<file path="src/rtl/nfc_pwr_pkg.sv">
// Package: state codes and wake-source bit positions shared by the power
// state controller, its sub-blocks and its checker.
package nfc_pwr_pkg;

    // Externally visible state code; values are decoded by the host.
    typedef enum logic [2:0] {
        PS_OFF  = 3'd0,
        PS_MON  = 3'd1,
        PS_STBY = 3'd2,
        PS_IDLE = 3'd3,
        PS_LSTN = 3'd4,
        PS_POLL = 3'd5,
        PS_BOOT = 3'd6
    } pwr_state_e;

    localparam int WAKE_W   = 3;
    localparam int WK_HOST  = 0;
    localparam int WK_FIELD = 1;
    localparam int WK_TIMER = 2;

    // True for the three active sub-modes.
    function automatic logic is_active(input pwr_state_e s);
        return (s == PS_IDLE) || (s == PS_LSTN) || (s == PS_POLL);
    endfunction

endpackage

</file>
<file path="src/rtl/nfc_pwr_boot_timer.sv">
// Boot timer: counts clock edges while the boot state is held and flags the
// last boot cycle. Assumes BOOT_CYCLES >= 1; the count restarts whenever the
// run input drops.
module nfc_pwr_boot_timer #(
    parameter int BOOT_CYCLES = 16
) (
    input  logic clk,
    input  logic rst_n,
    input  logic run,
    output logic done
);
    localparam int CW = (BOOT_CYCLES > 1) ? $clog2(BOOT_CYCLES) : 1;
    localparam logic [CW-1:0] LAST = CW'(BOOT_CYCLES - 1);

    logic [CW-1:0] cnt;

    // Count cycles spent in boot; clear outside it.
    always_ff @(posedge clk) begin
        if (!rst_n || !run) begin
            cnt <= '0;
        end else if (cnt != LAST) begin
            cnt <= cnt + 1'b1;
        end
    end

    // The final boot cycle is reached.
    always_comb begin
        done = run && (cnt == LAST);
    end
endmodule

</file>
<file path="src/rtl/nfc_pwr_wake_latch.sv">
// Wake latch: qualifies the standby wake events (the timer only with the
// low-frequency oscillator running) and keeps the source in a sticky
// register until the host acknowledges. A set in the acknowledge cycle wins.
module nfc_pwr_wake_latch
    import nfc_pwr_pkg::*;
(
    input  logic              clk,
    input  logic              rst_n,
    input  logic              armed,
    input  logic              host_hit,
    input  logic              field_hit,
    input  logic              timer_hit,
    input  logic              lfo_on,
    input  logic              ack,
    output logic              any_wake,
    output logic [WAKE_W-1:0] src
);
    logic [WAKE_W-1:0] raw;
    logic [WAKE_W-1:0] hit;

    // Gather raw events at their fixed bit positions.
    always_comb begin
        raw           = '0;
        raw[WK_HOST]  = host_hit;
        raw[WK_FIELD] = field_hit;
        raw[WK_TIMER] = timer_hit & lfo_on;
    end

    // Only events seen while armed (in standby) count.
    for (genvar b = 0; b < WAKE_W; b++) begin : g_qual
        assign hit[b] = raw[b] & armed;
    end

    assign any_wake = |hit;

    // Sticky capture with acknowledge clear; new events override the clear.
    always_ff @(posedge clk) begin
        if (!rst_n) begin
            src <= '0;
        end else begin
            src <= hit | (src & ~{WAKE_W{ack}});
        end
    end
endmodule

</file>
<file path="src/rtl/nfc_pwr_mode_pick.sv">
// Mode picker: chooses the next state from inside the active sub-modes.
// Poller needs the 2.7 V flag and outranks listener, which needs the 2.3 V
// flag; standby needs both the request and the host permission.
module nfc_pwr_mode_pick
    import nfc_pwr_pkg::*;
(
    input  logic       req_sleep,
    input  logic       req_listen,
    input  logic       req_poll,
    input  logic       stby_en,
    input  logic       sup_2v3,
    input  logic       sup_2v7,
    output pwr_state_e pick
);
    // Priority: poller, listener, standby, idle.
    always_comb begin
        if (req_poll && sup_2v7) begin
            pick = PS_POLL;
        end else if (req_listen && sup_2v3) begin
            pick = PS_LSTN;
        end else if (req_sleep && stby_en) begin
            pick = PS_STBY;
        end else begin
            pick = PS_IDLE;
        end
    end
endmodule

</file>
<file path="src/rtl/nfc_pwr_domain_map.sv">
// Domain map: turns the current state into supply-domain enables and the
// supply-based mode-allowed flags. Purely combinational.
module nfc_pwr_domain_map
    import nfc_pwr_pkg::*;
(
    input  pwr_state_e st,
    input  logic       sup_2v3,
    input  logic       sup_2v7,
    output logic       cpu_pwr_en,
    output logic       rf_pwr_en,
    output logic       wkdet_pwr_en,
    output logic       listen_ok,
    output logic       poll_ok
);
    logic act;

    // Decode domain enables and mode permissions from the state.
    always_comb begin
        act          = is_active(st);
        cpu_pwr_en   = act || (st == PS_BOOT);
        rf_pwr_en    = (st == PS_LSTN) || (st == PS_POLL);
        wkdet_pwr_en = (st == PS_STBY);
        listen_ok    = act && sup_2v3;
        poll_ok      = act && sup_2v7;
    end
endmodule

</file>
<file path="src/rtl/nfc_pwr_ctrl.sv">
// Power state controller top: holds the state register and applies the
// priority order enable pin, battery monitor, then per-state rules.
// Assumes all inputs are synchronous to clk.
module nfc_pwr_ctrl
    import nfc_pwr_pkg::*;
#(
    parameter int BOOT_CYCLES = 16
) (
    input  logic       clk,
    input  logic       rst_n,
    input  logic       en_pin,
    input  logic       mon_en,
    input  logic       bat_ok_rise,
    input  logic       bat_ok_fall,
    input  logic       stby_en,
    input  logic       req_sleep,
    input  logic       req_listen,
    input  logic       req_poll,
    input  logic       wk_host,
    input  logic       wk_field,
    input  logic       wk_timer,
    input  logic       lfo_on,
    input  logic       wake_ack,
    input  logic       sup_2v3,
    input  logic       sup_2v7,
    output logic [2:0] state_code,
    output logic       cpu_pwr_en,
    output logic       rf_pwr_en,
    output logic       wkdet_pwr_en,
    output logic       listen_ok,
    output logic       poll_ok,
    output logic [2:0] wake_src
);
    pwr_state_e st, nxt, pick;
    logic       boot_done;
    logic       any_wake;
    logic       bat_low;

    nfc_pwr_boot_timer #(.BOOT_CYCLES(BOOT_CYCLES)) u_boot (
        .clk   (clk),
        .rst_n (rst_n),
        .run   (st == PS_BOOT),
        .done  (boot_done)
    );

    nfc_pwr_wake_latch u_wake (
        .clk       (clk),
        .rst_n     (rst_n),
        .armed     (st == PS_STBY),
        .host_hit  (wk_host),
        .field_hit (wk_field),
        .timer_hit (wk_timer),
        .lfo_on    (lfo_on),
        .ack       (wake_ack),
        .any_wake  (any_wake),
        .src       (wake_src)
    );

    nfc_pwr_mode_pick u_pick (
        .req_sleep  (req_sleep),
        .req_listen (req_listen),
        .req_poll   (req_poll),
        .stby_en    (stby_en),
        .sup_2v3    (sup_2v3),
        .sup_2v7    (sup_2v7),
        .pick       (pick)
    );

    nfc_pwr_domain_map u_map (
        .st           (st),
        .sup_2v3      (sup_2v3),
        .sup_2v7      (sup_2v7),
        .cpu_pwr_en   (cpu_pwr_en),
        .rf_pwr_en    (rf_pwr_en),
        .wkdet_pwr_en (wkdet_pwr_en),
        .listen_ok    (listen_ok),
        .poll_ok      (poll_ok)
    );

    // Hysteresis: use the upper threshold to stay, the lower one to enter.
    always_comb begin
        bat_low = mon_en && ((st == PS_MON) ? !bat_ok_rise : !bat_ok_fall);
    end

    // Next-state selection in priority order.
    always_comb begin
        nxt = st;
        if (!en_pin) begin
            nxt = PS_OFF;
        end else if (bat_low) begin
            nxt = PS_MON;
        end else begin
            unique case (st)
                PS_OFF, PS_MON: nxt = PS_BOOT;
                PS_BOOT:        nxt = boot_done ? PS_IDLE : PS_BOOT;
                PS_STBY:        nxt = any_wake ? PS_IDLE : PS_STBY;
                PS_IDLE, PS_LSTN, PS_POLL: nxt = pick;
                default:        nxt = PS_OFF;
            endcase
        end
    end

    // State register.
    always_ff @(posedge clk) begin
        if (!rst_n) begin
            st <= PS_OFF;
        end else begin
            st <= nxt;
        end
    end

    assign state_code = st;
endmodule

</file>
<file path="config.mk">
export PLATFORM = sky130hd
export DESIGN_NAME = nfc_pwr_ctrl
export DESIGN_NICKNAME = d
export VERILOG_FILES = /design/src/rtl/nfc_pwr_pkg.sv /design/src/rtl/nfc_pwr_boot_timer.sv /design/src/rtl/nfc_pwr_wake_latch.sv /design/src/rtl/nfc_pwr_mode_pick.sv /design/src/rtl/nfc_pwr_domain_map.sv /design/src/rtl/nfc_pwr_ctrl.sv
export SDC_FILE = /design/constraint.sdc
export NUM_CORES = 1
export LEC_CHECK = 0
export ABC_AREA = 0
export CORE_UTILIZATION = 42
export DETAILED_ROUTE_END_ITERATION = 6
export DONT_BUFFER_PORTS = 1
export SLEW_MARGIN = 20
export SYNTH_ARGS = -nofsm -noshare
export SYNTH_HDL_FRONTEND = slang
export SYNTH_SLANG_ARGS = --single-unit
</file>
<file path="constraint.sdc">
create_clock -name clk -period 3 [get_ports clk]
set_input_delay 0.15 -clock clk [delete_from_list [all_inputs] [get_ports clk]]
set_output_delay 0.15 -clock clk [all_outputs]
set_load 0.02 [all_outputs]
</file>
# Yosys cells after proc, flatten, opt, wreduce, memory -nomap -nowiden
# Cells that the tools add are included.
[totals]
register_bits = 10
latch_bits = 0
ram_bits = 0
rom_bits = 0
output_inout_bits = 11
elab_cells = 52
mem_count = 0
[classes]
addsub = 1
n_mul = 0
div_mod_pow = 0
magnitude_cmp = 0
n_eq_ne = 8
shift = 0
n_mux = 8
n_bitwise = 9
n_reduce_logical = 22
[ops]
columns = ["cell", "n"]
rows = [
  ["3-bit one-hot mux with 4 select lines", 1],
  ["3-bit equality test, second input constant", 3],
  ["3-bit two-way mux", 3],
  ["3-bit OR reduction", 3],
  ["1-bit logical AND", 7],
  ["3-bit by 2-bit equality test with 1-bit output, second input constant", 2],
  ["1-bit logical OR", 5],
  ["4-bit by 1-bit adder with 4-bit output, second input constant", 1],
  ["1-bit bitwise AND", 4],
  ["4-bit equality test, second input constant", 1],
  ["1-bit zero test", 4],
  ["1-bit two-way mux", 4],
  ["4-bit != test, second input constant", 1],
  ["3-bit bitwise AND", 1],
  ["3-bit by 1-bit equality test with 1-bit output, second input constant", 1],
  ["3-bit zero test", 1],
  ["3-bit NOT", 1],
  ["3-bit bitwise OR", 1],
  ["1-bit NOT", 2],
  ["2-bit AND reduction", 1],
  ["2-bit OR reduction", 1],
]

# Logic depth before layout (Yosys ltp)
# Gate-level depths: netlist of run 1.
[depth]
ltp_word = 6
mapped_depth = 4

# Cells and area by module
# A second synthesis of run 1 with hierarchy kept.
[unflattened]
hier_cells = 77
hier_area_um2 = 680.7
[modules_own_cells]
columns = ["module", "n_inst", "cells_per_inst", "area_per_inst_um2", "seq_area_each_um2"]
rows = [
  ["nfc_pwr_ctrl", 1, 31, 264.0, 60.1],
  ["nfc_pwr_boot_timer", 1, 20, 197.7, 80.1],
  ["nfc_pwr_wake_latch", 1, 14, 138.9, 60.1],
  ["nfc_pwr_domain_map", 1, 8, 52.6, 0.0],
  ["nfc_pwr_mode_pick", 1, 4, 27.5, 0.0],
]

# Worst setup path before layout of run 1
# No wires, ideal clock.
[synth_timing]
path_type = "reg-to-reg"
start = "register st[1] (netlist: state_code[1])"
end = "register u_wake.src[2]"
arrival_time_ns = 1.596
setup_slack_ns = 1.338
path_stages_with_launch = 5
n_path_buf = 1
path_cell_list = "dfxtp_1 > buf_6 > nor3b_1 > a32oi_1 > nor2b_1"
[synth_between]
elab_chain_len = 3
[synth_rtl]
columns = ["item", "line", "source"]
rows = [
  ["start: declaration", "nfc_pwr_ctrl.sv:34", "pwr_state_e st, nxt, pick;"],
  ["start signal: assignment", "nfc_pwr_ctrl.sv:108", "st <= nxt;"],
  ["3-bit by 2-bit equality test with 1-bit output", "--", ""],
  ["net wkdet_pwr_en", "nfc_pwr_ctrl.sv:29", "output logic wkdet_pwr_en,"],
  ["1-bit bitwise AND", "nfc_pwr_wake_latch.sv:31", "assign hit[b] = raw[b] & armed;"],
  ["3-bit bitwise OR", "nfc_pwr_wake_latch.sv:41", "src <= hit | (src & ~{WAKE_W{ack}});"],
  ["end signal: assignment", "nfc_pwr_wake_latch.sv:41", ""],
  ["end: declaration", "nfc_pwr_wake_latch.sv:16", "output logic [WAKE_W-1:0] src"],
]
# The timed path passes the listed nets, and every way through them passes these cells.
# A chain may end at the register's enable or synchronous reset.

# Worst setup path in the final report of run 1
[layout_timing]
start = "register st[2] (netlist: state_code[2])"
end = "output port listen_ok"
[layout_between]
elab_chain_len = 4
[layout_rtl]
columns = ["item", "line", "source"]
rows = [
  ["3-bit by 2-bit equality test with 1-bit output or 3-bit equality test (tied branches)", "nfc_pwr_pkg.sv:23", "return (s == PS_IDLE) || (s == PS_LSTN) || (s == PS_POLL);"],
  ["1-bit logical OR", "nfc_pwr_pkg.sv:23", ""],
  ["1-bit logical OR *", "nfc_pwr_pkg.sv:23", ""],
  ["1-bit logical AND *", "nfc_pwr_domain_map.sv:23", "listen_ok = act && sup_2v3;"],
  ["end: declaration", "nfc_pwr_ctrl.sv:30", "output logic listen_ok,"],
]
# Every way passes the cells marked *; elsewhere a longest branch is shown, timed or not.

==> flow_summary.json, run 1 <==
{
  "p_clk_share_pct": 33.3,
  "path_buf_inv": 0,
  "max_freq_mhz": 605,
  "final_cell_mix": "dfxtp_1, nand2_1, nor2_1",
  "post_drt_via_cell_ratio": 6.02,
  "drv_cap": 0,
  "insertion_delay_ns": 0.26,
  "ir_drop_uv": 203,
  "cp-startpoint": "state_code[2]",
  "utilization_pct": 50.4,
  "power_switching_mw": 0.0714,
  "place_hpwl_um": 854,
  "sw_frac_of_total_pct": 26.6,
  "pin_count": 28,
  "pwr-share-seq_pct": 55.5,
  "leakagePower_nw": 0.259,
  "relSlewSlack_pct": 62.9,
  "final_cell_count_no_fill": 82,
  "cts_resized": 0,
  "yosys_register_bits": 10,
  "die_area_mm2": 0.00152,
  "synth_area_leaders": "dfxtp_1, a22oi_1, nand2_1, nor2b_1, nor2_1",
  "min_path_type": "in -> reg",
  "ys_warn_count": 0,
  "nNetsFinal": 88,
  "area_growth_pct": 4.37,
  "portBuffers": 0,
  "worstPathCellList": "nand2b_1, nand2_1, and2_1",
  "place_inst": 79,
  "drive_above_1_share_pct": 8.82,
  "synthCells": 67,
  "synth_flop_cell": "dfxtp_1",
  "synth_top_area_share_pct": 34.9,
  "rows": 12,
  "wl_um": 1100,
  "antenna_found_initial": 0,
  "drc": 0,
  "cp-end-kind": "output pin",
  "finalCriticalPeriod_ns": 1.65,
  "n_antenna_cell": 0,
  "routabilityCongestion": 0.734,
  "grt_usage_pct": 16.4,
  "p_total_mw": 0.268,
  "whs_ns": 0.0126,
  "p_int_mw": 0.197,
  "grt_max_degree": 15,
  "hold-path-cell-count": 1,
  "die_height_um": 38.9,
  "rr_worst_depth": 3,
  "comb_power_share_pct": 11.2,
  "core_mm2": 0.00119,
  "grt-ovfl-total": 0,
  "initial_utilization_pct": 48.3,
  "arrival_ns": 1.50,
  "post_cts_buffers": 0,
  "vias": 494,
  "cts_buffer_depth": 2,
  "max_slew.worst_pin.slew_ns": 0.555,
  "tns_ns": 0,
  "maxSlewViolCount": 0,
  "yosys.area.top_type": "dfxtp_1",
  "final_common_cell": "dfxtp_1",
  "crit_fanout": 14,
  "worst_setup_path_start_kind": "register",
  "path_delay_family": "flip-flops",
  "cp_data_required_time_ns": 2.85,
  "rsz0062_at_grt": "no",
  "clkSinkCount": 10,
  "postCtsHoldBufs": 0,
  "synth-edff-count": 0,
  "root_buffer": "clkbuf_4",
  "status": "complete, no violations",
  "die_w_um": 38.9,
  "r2r_slack_ns": 1.38,
  "setup_viol": 0,
  "worstSetupEndpoint": "listen_ok",
  "path_clk_slew_ns": 0.06,
  "power.density_mw_per_mm2": 448,
  "hold_violations": 0,
  "cts_tree": "built",
  "async_flop_share_pct": 0,
  "drtIter0Drc": 8,
  "crit_type": "reg -> out",
  "synth_area_per_cell_um2": 8.55,
  "ant_nets": 0,
  "wire_per_inst_um": 13.4,
  "finClkSkew_ns": 0.00140,
  "grt_pass1_wl_um": 1640,
  "finalCritPeriodShare_pct": 55.1,
  "ys_types": 31,
  "max_stage_delay_ns": 0.67,
  "first_pass_iters": 3,
  "grt_pass1_vias": 448,
  "synthesis.nets": 85,
  "fill_cells": 128,
  "yosysSeqAreaShare_pct": 34.9,
  "crit_cells": 3,
  "r2r_start": "state_code[0]",
  "tritoncts.num_buffers": 3,
  "critPathSlowestCell": "dfxtp_1",
  "h-tree-depth": 1,
  "r2r_end": "state_code[0]",
  "syn_area_um2": 573
}
worst register-to-register path: cells and delay by family (launching register included):
family	cells	cell delay (ns)
AND/OR/NAND/NOR	1	0.41
AO/OA/AOI/OAI	2	0.53
flip-flops	1	0.63
flip-flops by register name (all words and copies together), names as in the netlist:
name        cells
u_boot.cnt      4
state_code      3
u_wake.src      3
area by class of cell:
cell class              instances  area [um^2]  share of cell area [%]
inverters                       4         15.0                    2.51
well taps                      14         17.5                    2.93
repair buffers                  1         7.51                    1.26
flip-flops and latches         10          200                    33.5
multi-input cells              50          335                    56.1
clock buffers                   3         22.5                    3.77
worst min path at each step:
stage	endpoint	slack, ns	from
after floorplan	u_wake.src[2]	0.28	rst_n
after global placement	u_wake.src[2]	0.28	rst_n
after detailed placement	u_wake.src[1]	0.28	rst_n
after CTS	u_wake.src[1]	0.01	rst_n
after global routing	state_code[0]	0.008	en_pin
final	u_wake.src[1]	0.01	rst_n
routing by layer:
layer | GRT usage [%] | vias to the layer above | share of wire, %
met3 | 4.62 | 6 | 9.0
met1 | 21.0 | 212 | 48
li1 | - | 251 | -
met2 | 22.9 | 25 | 39
met5 | 0 | - | 0
met4 | 12.1 | 0 | 3.4
synth_stat cells (2+ instances only):
| library cell | instances |
|---|---|
| nor2b_1 | 4 |
| a22o_1 | 2 |
| and2_1 | 2 |
| a2111oi_0 | 2 |
| inv_1 | 4 |
| a22oi_1 | 4 |
| nand2_1 | 7 |
| dfxtp_1 | 10 |
| nand3b_1 | 2 |
| nand3_1 | 4 |
| nor2_1 | 6 |
logic make-up (layout without fill, tap and decap cells):
| group | count (synthesis) | count (layout) | share of synthesized area [%] |
|---|---|---|---|
| and+or+nand+nor | 31 | 31 | 29.3 |
| AOI/OAI and AO/OA | 16 | 16 | 23.8 |
| DFF | 10 | 10 | 34.9 |
| buffers and inverters | 7 | 8 | 6.55 |
| adders and majority gates | 1 | 1 | 2.18 |
| xor gates and xnor gates | 1 | 1 | 1.53 |
| muxes | 1 | 1 | 1.75 |
power by group through the flow:
stage	Combinational, mW	Sequential [mW]	Clock [mW]
after detailed placement	0.0302	0.152	0
after global placement	0.0298	0.152	0
after global routing	0.0330	0.150	0.0973
final	0.0300	0.149	0.0893
after CTS	0.0304	0.149	0.0903
after floorplan	0.0321	0.146	0
per-stage QoR:
step | area, um^2 | setup slack [ns]
finish | 598 | 1.35
global route | 598 | 1.25
CTS | 598 | 1.35
detailed placement | 576 | 1.40
global placement | 576 | 1.42
floorplan | 573 | 1.34
(Power assumes the default switching activity.)
==> run 2: changes to the inputs <==
==> constraint.sdc (replaced) <==
create_clock -name clk -period 1.45 [get_ports clk]
set_input_delay 0.0725 -clock clk [delete_from_list [all_inputs] [get_ports clk]]
set_output_delay 0.0725 -clock clk [all_outputs]
set_load 0.02 [all_outputs]
==> flow_summary.json, run 2 (synthesized netlist as in run 1, its figures left out) <==
{
  "pwr-share-seq_pct": 51.6,
  "power_switching_mw": 0.153,
  "h-tree-depth": 1,
  "post_cts_buffers": 0,
  "p_total_mw": 0.579,
  "r2r_end": "state_code[0]",
  "portBuffers": 0,
  "ant_nets": 0,
  "p_int_mw": 0.426,
  "grt_max_degree": 13,
  "grt_pass1_vias": 491,
  "relSlewSlack_pct": 70.6,
  "area_growth_pct": 22.9,
  "comb_power_share_pct": 17.0,
  "final_cell_count_no_fill": 93,
  "seqCellArea_um2": 204,
  "pin_count": 28,
  "maxSlewViolCount": 0,
  "die_height_um": 38.9,
  "finalCriticalPeriod_ns": 1.33,
  "place_hpwl_um": 898,
  "tritoncts.num_buffers": 3,
  "grt-ovfl-total": 0,
  "clkSinkCount": 10,
  "worstPathCellList": "ha_1, nand3_1, a2111oi_1, o311a_1",
  "finClkSkew_ns": 0.00178,
  "finalCritPeriodShare_pct": 91.7,
  "crit_fanout": 4,
  "grt_usage_pct": 20.9,
  "sw_frac_of_total_pct": 26.4,
  "leakagePower_nw": 0.316,
  "rows": 12,
  "initial_utilization_pct": 48.3,
  "r2r_slack_ns": 0.12,
  "largest_reg_flops": 4,
  "r2r_start": "u_boot.cnt[1]",
  "multi_input_area_um2": 348,
  "n_antenna_cell": 0,
  "post_drt_via_cell_ratio": 5.71,
  "worst_setup_path_start_kind": "register",
  "rsz0062_at_grt": "no",
  "final_cell_mix": "buf_4, nand2_1, dfxtp_1",
  "max_freq_mhz": 752,
  "grt_pass1_wl_um": 2020,
  "root_buffer": "clkbuf_4",
  "hold-path-cell-count": 2,
  "drv_cap": 0,
  "arrival_ns": 1.53,
  "vias": 531,
  "fill_cells": 101,
  "antenna_found_initial": 0,
  "utilization_pct": 59.4,
  "final_common_cell": "buf_4",
  "ir_drop_uv": 534,
  "cts_buffer_depth": 2,
  "core_mm2": 0.00119,
  "drive_above_1_share_pct": 22.8,
  "holdPathEnd": "u_wake.src[1]",
  "first_pass_iters": 4,
  "cp_data_required_time_ns": 1.65,
  "cp-end-kind": "register",
  "p_clk_share_pct": 31.4,
  "wire_per_inst_um": 13.4,
  "min_path_type": "in -> reg",
  "power.density_mw_per_mm2": 822,
  "wl_um": 1250,
  "cts_tree": "built",
  "rr_worst_depth": 4,
  "die_w_um": 38.9,
  "critPathSlowestCell": "a2111oi_1",
  "path_clk_slew_ns": 0.06,
  "place_inst": 87,
  "drc": 0,
  "max_stage_delay_ns": 0.42,
  "max_slew.worst_pin.slew_ns": 0.429,
  "status": "complete, no violations",
  "die_area_mm2": 0.00152,
  "nNetsFinal": 99,
  "insertion_delay_ns": 0.26,
  "regMostFlops": "u_boot.cnt",
  "routabilityCongestion": 0.691,
  "setup_viol": 0,
  "hold_start": "wk_field",
  "tns_ns": 0,
  "crit_type": "reg -> reg",
  "drtIter0Drc": 6,
  "hold_violations": 0
}
==> run 2: cell types whose count changed in the layout (fill, tap and decap cells not counted), sizes merged <==
cell	change
buf	+8
dlygate4sd3	+3
==> run 2: stage by stage <==
step | hold slack [ns] | cell area [um^2] | setup slack (ns)
6_report | 0.0154 | 704 | 0.121
5_1_grt | 0.0132 | 704 | 0.0295
4_1_cts | 0.0102 | 694 | 0.0422
3_5_place_dp | 0.201 | 642 | 0.0707
3_3_place_gp | 0.198 | 642 | 0.109
2_1_floorplan | 0.196 | 579 | 0.0437
==> run 2: layout make-up <==
cell class / instances / area share, %
Tap cell: 14 / 2.49
Timing Repair Buffer: 12 / 13.9
Multi-Input combinational cell: 50 / 49.4
Clock buffer: 3 / 3.20
Sequential cell: 10 / 29.0
Inverter: 4 / 2.13
==> run 2: metal layers <==
layer  share of wire, %  vias up  global-route usage (%)
met3                7.3        0                    10.4
met5                  0        -                       0
met1                 46      234                    24.9
li1                   -      273                       -
met4                  0        0                    7.76
met2                 47       24                    31.7
==> run 2: critical path: cells and delay by family, from the launching register on <==
family                   cells  cell delay [ns]
AO/OA/AOI/OAI                2             0.63
adder cells (fa/ha/maj)      1             0.18
flip-flops                   1             0.36
AND/OR/NAND/NOR              1             0.10
==> run 2: worst max-delay path by stage <==
stage,endpoint,from,slack (ns)
after floorplan,state_code[0],state_code[2],0.04
after global placement,state_code[0],state_code[2],0.11
after detailed placement,state_code[0],state_code[2],0.07
after CTS,wkdet_pwr_en,state_code[1],0.04
after global routing,state_code[0],u_boot.cnt[1],0.03
final,state_code[0],u_boot.cnt[1],0.12
==> run 2: power groups by stage <==
stage | clock (mW) | sequential (mW) | combinational [mW]
after detailed placement | 0 | 0.304 | 0.0858
final | 0.182 | 0.299 | 0.0983
after CTS | 0.189 | 0.298 | 0.0944
after global routing | 0.207 | 0.301 | 0.108
after global placement | 0 | 0.303 | 0.0854
after floorplan | 0 | 0.303 | 0.0675
==> run 2: what timing repair did <==
action,4_1_cts,5_1_grt
endpoints found under the hold margin,6,0
resized for setup,0,4
hold buffers,3,0
endpoints found under the setup margin,0,4
